<file path="src/rtl/bl_dim_pkg.sv">
package bl_dim_pkg;

    localparam int unsigned PCT_W     = 7;
    localparam int unsigned PCT_FULL  = 100;
    localparam int unsigned FLOOR_NEW = 5;
    localparam int unsigned FLOOR_OLD = 1;

    typedef logic [PCT_W-1:0] pct_t;

endpackage

</file>
<file path="src/rtl/bl_settle_timer.sv">
module bl_settle_timer #(
    parameter int unsigned SETTLE_CYC = 1000
) (
    input  logic clk_i,
    input  logic rst_ni,
    input  logic en_i,
    output logic open_o
);
    localparam int unsigned CNT_W = $clog2(SETTLE_CYC + 1);
    localparam logic [CNT_W-1:0] LAST = CNT_W'(SETTLE_CYC - 1);

    typedef struct packed {
        logic [CNT_W-1:0] cnt;
        logic             open;
    } tmr_t;

    tmr_t st_d, st_q;

    always_comb begin
        st_d = st_q;
        if (!en_i) begin
            st_d.cnt  = '0;
            st_d.open = 1'b0;
        end else if (!st_q.open) begin
            st_d.cnt = st_q.cnt + 1'b1;
            if (st_q.cnt == LAST) begin
                st_d.open = 1'b1;
            end
        end
    end

    always_ff @(posedge clk_i or negedge rst_ni) begin
        if (!rst_ni) begin
            st_q <= '0;
        end else begin
            st_q <= st_d;
        end
    end

    assign open_o = st_q.open;

endmodule

</file>
<file path="src/rtl/bl_duty_clamp.sv">
module bl_duty_clamp
    import bl_dim_pkg::*;
(
    input  pct_t req_i,
    input  logic open_i,
    output pct_t eff_o
);
    pct_t sat;
    pct_t floor_v;

    always_comb begin
        sat     = (req_i > pct_t'(PCT_FULL)) ? pct_t'(PCT_FULL) : req_i;
        floor_v = open_i ? pct_t'(FLOOR_OLD) : pct_t'(FLOOR_NEW);
        eff_o   = (sat < floor_v) ? floor_v : sat;
    end

endmodule

</file>
<file path="src/rtl/bl_pwm_core.sv">
module bl_pwm_core
    import bl_dim_pkg::*;
#(
    parameter int unsigned PERIOD_W = 24
) (
    input  logic                clk_i,
    input  logic                rst_ni,
    input  logic                en_i,
    input  pct_t                duty_i,
    input  logic [PERIOD_W-1:0] period_i,
    output logic                pwm_o
);
    localparam int unsigned PROD_W = PERIOD_W + PCT_W;

    typedef struct packed {
        logic [PERIOD_W-1:0] pc;
        logic [PERIOD_W-1:0] per;
        logic [PERIOD_W-1:0] thr;
        logic                on;
        logic                run;
    } core_t;

    core_t st_d, st_q;

    logic [PERIOD_W-1:0] per_new;
    logic [PROD_W-1:0]   prod;
    logic [PERIOD_W-1:0] thr_new;
    logic                wrap;

    always_comb begin
        per_new = (period_i == '0) ? PERIOD_W'(1) : period_i;
        prod    = PROD_W'(duty_i) * PROD_W'(per_new);
        thr_new = PERIOD_W'(prod / PROD_W'(PCT_FULL));
        wrap    = (st_q.pc == st_q.per - 1'b1);

        st_d = st_q;
        if (!en_i) begin
            st_d = '0;
        end else if (!st_q.run || wrap) begin
            st_d.run = 1'b1;
            st_d.pc  = '0;
            st_d.per = per_new;
            st_d.thr = thr_new;
            st_d.on  = (thr_new != '0);
        end else begin
            st_d.pc = st_q.pc + 1'b1;
            st_d.on = (st_d.pc < st_q.thr);
        end
    end

    always_ff @(posedge clk_i or negedge rst_ni) begin
        if (!rst_ni) begin
            st_q <= '0;
        end else begin
            st_q <= st_d;
        end
    end

    assign pwm_o = st_q.on;

endmodule

</file>
<file path="src/rtl/bl_dim_ctrl.sv">
module bl_dim_ctrl
    import bl_dim_pkg::*;
#(
    parameter int unsigned CLK_HZ    = 50_000_000,
    parameter int unsigned SETTLE_MS = 500,
    parameter int unsigned PERIOD_W  = 24
) (
    input  logic                clk_i,
    input  logic                rst_ni,
    input  logic                drv_en_i,
    input  logic [PCT_W-1:0]    duty_req_i,
    input  logic [PERIOD_W-1:0] period_i,
    output logic                pwm_o,
    output logic                low_unlock_o
);
    localparam int unsigned SETTLE_CYC = (CLK_HZ / 1000) * SETTLE_MS;

    logic open_q;
    pct_t duty_eff;
    logic pwm_q;

    bl_settle_timer #(
        .SETTLE_CYC(SETTLE_CYC)
    ) i_timer (
        .clk_i (clk_i),
        .rst_ni(rst_ni),
        .en_i  (drv_en_i),
        .open_o(open_q)
    );

    bl_duty_clamp i_clamp (
        .req_i (duty_req_i),
        .open_i(open_q),
        .eff_o (duty_eff)
    );

    bl_pwm_core #(
        .PERIOD_W(PERIOD_W)
    ) i_core (
        .clk_i   (clk_i),
        .rst_ni  (rst_ni),
        .en_i    (drv_en_i),
        .duty_i  (duty_eff),
        .period_i(period_i),
        .pwm_o   (pwm_q)
    );

    assign pwm_o        = pwm_q & drv_en_i;
    assign low_unlock_o = open_q & drv_en_i;

endmodule

</file>
<file path="config.mk">
export PLATFORM = sky130hd
export DESIGN_NAME = bl_dim_ctrl
export DESIGN_NICKNAME = d
export VERILOG_FILES = /design/src/rtl/bl_dim_pkg.sv /design/src/rtl/bl_settle_timer.sv /design/src/rtl/bl_duty_clamp.sv /design/src/rtl/bl_pwm_core.sv /design/src/rtl/bl_dim_ctrl.sv
export SDC_FILE = /design/constraint.sdc
export NUM_CORES = 1
export LEC_CHECK = 0
export ABC_AREA = 1
export ABC_CLOCK_PERIOD_IN_PS = 14200
export CAP_MARGIN = 40
export CORE_MARGIN = 1
export CORE_UTILIZATION = 50
export CTS_CLUSTER_SIZE = 40
export DETAILED_ROUTE_END_ITERATION = 16
export PLACE_DENSITY_LB_ADDON = 0.1
export SYNTH_ARGS = -nofsm -noshare
export SYNTH_HDL_FRONTEND = slang
export SYNTH_SLANG_ARGS = --single-unit
</file>
<file path="constraint.sdc">
create_clock -name clk_i -period 14.2 [get_ports clk_i]
set_clock_uncertainty 0.2 [all_clocks]
set_input_delay 2.84 -clock clk_i [delete_from_list [all_inputs] [get_ports clk_i]]
set_output_delay 2.84 -clock clk_i [all_outputs]
set_load 0.01 [all_outputs]
</file>
# --- Word level (Yosys, flattened, before mapping) ---
# Index checks and enable logic that the tools add are counted.
classes:
  addsub: 3
  mul: 1
  n_div: 1
  magnitude_cmp: 3
  eq_ne: 4
  shifts: 0
  n_mux: 12
  bitwise_logic: 2
  reduce_logical: 4
op_table:
  columns: ["op", "count"]
  rows:
  - ["two-way mux 74 bit", 1]
  - ["two-way mux 26 bit", 2]
  - ["two-way mux 24 bit", 2]
  - ["two-way mux 48 bit", 1]
  - ["divider 31 x 7 -> 31 bit, second input constant", 1]
  - ["multiplier 7 x 24 -> 31 bit", 1]
  - ["adder 25 x 1 -> 25 bit, second input constant", 1]
  - ["== test 25 bit, second input constant", 1]
  - ["adder 24 x 1 -> 24 bit, second input constant", 1]
  - ["== test 24 bit", 1]
  - ["zero test 24 bit", 1]
  - ["< comparator 24 bit", 1]
  - ["nonzero test 24 bit", 1]
  - ["subtractor 24 x 1 -> 24 bit, second input constant", 1]
  - ["two-way mux 7 bit", 2]
  - ["greater-than comparator 7 bit, second input constant", 1]
  - ["< comparator 7 bit", 1]
  - ["two-way mux 1 bit", 3]
  - ["two-way mux 3 bit", 1]
  - ["bitwise AND 1 bit", 2]
  - ["inequality test 2 x 1 -> 1 bit, second input constant", 1]
  - ["inequality test 2 bit, second input constant", 1]
  - ["zero test 1 bit", 1]
  - ["logical OR 1 bit", 1]
word_totals:
  ff_bits: 100
  latch_bits: 0
  ram_bits: 0
  romBits: 0
  inputBits: 34
  out_inout_bits: 2
  wordCells: 37
  n_memories: 0

# --- Depth between registers and ports, before layout ---
# Gate-level depths: netlist of the first run.
logic_depth:
  ltp_word: 9
  depth_mapped: 165
  ltp_nobuf: 164

# --- By module ---
# From an unflattened synthesis of the first run, not the netlist that was laid out.
unflattened:
  hier_cells: 2504
  hier_area_um2: 16194.3
by_module_without_submodules:
  columns: ["module", "instances", "cells_each", "area_per_inst_um2", "seq_area_each_um2"]
  rows:
  - ["bl_pwm_core", 1, 2252, 14448.9, 1851.8]
  - ["bl_settle_timer", 1, 212, 1554.0, 650.6]
  - ["bl_duty_clamp", 1, 36, 176.4, 0.0]
  - ["bl_dim_ctrl", 1, 4, 15.0, 0.0]

# --- Least setup slack after synthesis of the first run ---
# No wires, ideal clock.
synth_timing:
  kind: "input to register"
  start: "input duty_req_i[6]"
  end: "register i_core.st_q, in the netlist i_core.pwm_o"
  setup_ns: 0.113
  arrival_ns: 17.747
  t_required_ns: 13.887
  path_slack_ns: -3.860
  path_stages: 138
  n_path_buf: 2
  path_cell_list: "clkbuf_1 -> nand2_1 -> a31oi_1 -> inv_1 -> nand2_1 -> ha_1 -> a31oi_1 -> nand4_1 -> o21ai_0 -> clkbuf_1 -> inv_1 -> nand2_1 -> fa_1 -> inv_1 -> fa_1 -> fa_1 -> inv_1 -> fa_1 -> [... 102 more ...] -> nand2_4 -> nand2_2 -> nand2_2 -> nor2_2 -> nand2_2 -> nand2_2 -> nand2_1 -> nand2_1 -> nor2_1 -> nand2_2 -> nand2_2 -> nand2_1 -> nand2_1 -> nor2_1 -> nand2_1 -> nand3_1 -> nand2_1 -> inv_1"
synth_lines:
  columns: ["item", "line_no", "source"]
  rows:
  - ["start, declared", "bl_dim_ctrl.sv:11", "input logic [PCT_W-1:0] duty_req_i,"]
  - ["end signal, assigned", "bl_pwm_core.sv:55", "st_q <= st_d;"]
  - ["end, declared", "bl_pwm_core.sv:23", "core_t st_d, st_q;"]

==> metrics.txt, run 1 <==
Avg Cell Area, Syn 6.50 um^2; H-Tree Depth 3; Final setup viols 13; final-report max-slew violation count 0; Placer Congestion roughly 0.9; Cells after Synth around 2,400; Num Clock Sinks 100; FF-to-FF setup slack -2.14 ns; Fmax 52.8 MHz; post-DP HPWL 35,600 um; Synth top cells by count nand2_1 (621), inv_1 (457), nor2_1 (222); port buffer count 35; Final Cell Area 21,400 um^2; fin nets about 3,000; Setup WS post-layout -4.74 ns; sequential fraction of the synthesis area 0.161; initial antenna violation count 0; global-route wire length before repair ~75,000 um; effective utilization at floorplan 0.509; Clock Latency Late Sink about 0.35 ns; Tot GR Track Use 0.290; failing checks negative setup slack; Worst-Margin Slew ~0.92 ns; row count between 60 and 70; ANT cells 0; Yosys warning count 0; DR vias between 15,000 and 20,000; drt wl/cell between 10 and 15 um; vias in the first global route roughly 16,000; Post-synth EDFFs 0; Die Wd ~180 um; Post-synth ARST share 1.00; Arr. time, crit path around 19 ns; Syn Std Cell Area 15,600 um^2; crit start category input port; Worst Path Class, Setup in2reg; Syn Nets between 2,000 and 3,000; ratio of cells with drive above 1 in the final layout 0.327; Slowest-stage cell, CP fa_1; count of final hold-check violations 0; IO Pins 36; Most used DFF post-synth dfrtp_1; CTS tree done; synth top area cells dfrtp_1 (16%), nand2_1 (15%), fa_1 (14%); most frequent cell after synthesis nand2_1; gr ovfl total 0; min Tclk post-route about 19 ns; First DRT Iteration DRCs about 940; Distinct cells, synth 54; run status finished with violations; pin count of the biggest net entering global routing 57; DR pass1 iterations 7; routed wire length 45,500 um; RSZ-0062 raised after global routing true; post-synth top area cell dfrtp_1; FILL cells about 2,600; clock-pin transition on the worst setup and hold timing paths roughly 0.07 ns; clock root cell clkbuf_16; core area 30,600 um^2; crit path max fanout 7; element type at the critical path end flip-flop; clock buffer count from CTS 9; Synth Register Bits 100; Die ar. approximately 32,000 um^2; Die Ht 178 um; DR vias/cell between 5 and 6; CTS Hold Buffers Added 0; Remaining DRCs 0; CP peak stage delay between 0.5 and 0.6 ns; Post-DRT Antenna Nets 0; max_slew headroom 0.384; CTS Buffer Depth 2; final worst path period share 1.33; Core Util, Final 0.700; share of the synthesized area in the top cell type 0.161; Layout Area Growth over Synthesis 37.6%; Max Cap Viol 0; Post-DP Area about 19,000 um^2; Crit path required time 14.24 ns; most used cell, CP nand2_4; HP Class reg2reg
[cells by family after synthesis]
| family | after synthesis | share of synthesized area |
|---|---|---|
| adders and majority gates | 185 | 0.201 |
| and+or+nand+nor | 1299 | 0.392 |
| DFF | 100 | 0.161 |
| AOI/OAI and AO/OA | 177 | 0.0653 |
| buffers and inverters | 555 | 0.135 |
| xor gates and xnor gates | 79 | 0.0457 |
[timing repair]
item                       4_1_cts  5_1_grt
pin swaps                       88      169
setup endpoints to repair       13       15
setup buffers                   51       32
gates resized for setup        137      209
cloned                           1        0
hold endpoints to repair         0        0
[through the flow]
stage          setup TNS [ns]  worst slack [ns]  hold WS (ns)  cells
3_3_place_gp           -35.13             -4.58         0.270   3092
2_1_floorplan          -19.62             -3.28         0.249   2395
6_report               -35.98             -4.74         0.287   3192
5_1_grt                -48.63             -5.92         0.325   3192
3_5_place_dp           -42.28             -5.21         0.270   3093
4_1_cts                -31.02             -4.28         0.287   3160
[flip-flops by register name, indices dropped and copies added, names as in the netlist]
signal,cells
i_timer.st_q,25
i_timer.open_o,1
i_core.st_q,73
i_core.pwm_o,1
[cell type report]
class	instances	area [um^2]	share of cell area
multi-input combinational	1740	12800	0.598
timing repair buffer	421	3350	0.157
sequential	100	2500	0.117
inverter	519	1970	0.0921
tap	396	495	0.0231
clock buffer	10	229	0.0107
clock inverter	6	57.6	0.00269
[path summary, 6_finish.rpt]
check | cells past startpoint | endpoint | start
worst max-delay path | 153 | i_core.pwm_o$_DFF_PN0_ | duty_req_i[1]
worst min-delay path | 2 | i_core.st_q[2]$_DFFE_PN0P_ | i_core.st_q[2]$_DFFE_PN0P_
worst max register to register | 146 | i_core.pwm_o$_DFF_PN0_ | i_timer.open_o$_DFF_PN0_
worst min register to register | 2 | i_core.st_q[2]$_DFFE_PN0P_ | i_core.st_q[2]$_DFFE_PN0P_
max in group asynchronous | 2 | i_core.st_q[68]$_DFF_PN0_ | rst_ni
min in group asynchronous | 1 | i_timer.st_q[9]$_DFFE_PN0N_ | rst_ni
[worst max-delay path: cells and delay by family]
family / cells / cell delay (ns)
AOI/OAI and AO/OA: 6 / 0.73
adders and majority gates: 6 / 2.61
buffers and inverters: 22 / 2.09
and+or+nand+nor: 119 / 10.67
[layer usage]
layer / track usage / part of all wire
met1: 0.361 / 0.42
met2: 0.525 / 0.51
met3: 0.0356 / 0.043
met4: 0.0749 / 0.022
met5: 0 / 0
[placed cells by master (no fill, tap or decap), types with 4 or more instances in the layout]
cell             count
nand2_8             11
nand2_2            142
o21ai_1             23
dfrtp_1            100
nor4_1              24
nand3b_1             4
nor2_1             196
fa_1               106
nor2_4              26
ha_4                22
xor2_1              48
nand3_1            120
a21oi_2             13
clkinv_4             4
buf_4              369
ha_1                54
clkinv_1            13
clkbuf_16            9
nand2_4            103
xnor2_1             26
nand2_1            495
clkdlybuf4s50_1     27
buf_6               13
o22ai_1             23
nand4_1             48
nand3_4              9
inv_1              436
o21ai_0             44
o21ai_2              6
nand3_2             38
nor2_2              26
nand4_4             10
nor3_1              33
inv_2               64
o22ai_2              5
a21oi_1             33
Power of run 1 is left out: the tool's default activity adds up to more than one toggle a clock period on the data nets, which glitch-free logic cannot reach.
==> run 2, diff against run 1 <==
--- a/config.mk
+++ b/config.mk
@@ -8,7 +8,6 @@
 export ABC_AREA = 1
 export ABC_CLOCK_PERIOD_IN_PS = 14200
 export CAP_MARGIN = 40
-export CORE_MARGIN = 1
 export CORE_UTILIZATION = 50
 export CTS_CLUSTER_SIZE = 40
 export DETAILED_ROUTE_END_ITERATION = 16
==> results of run 2 <==
Final layout, timing and power as in run 1 (identical DEF).
Power of run 2 is left out for the same reason.
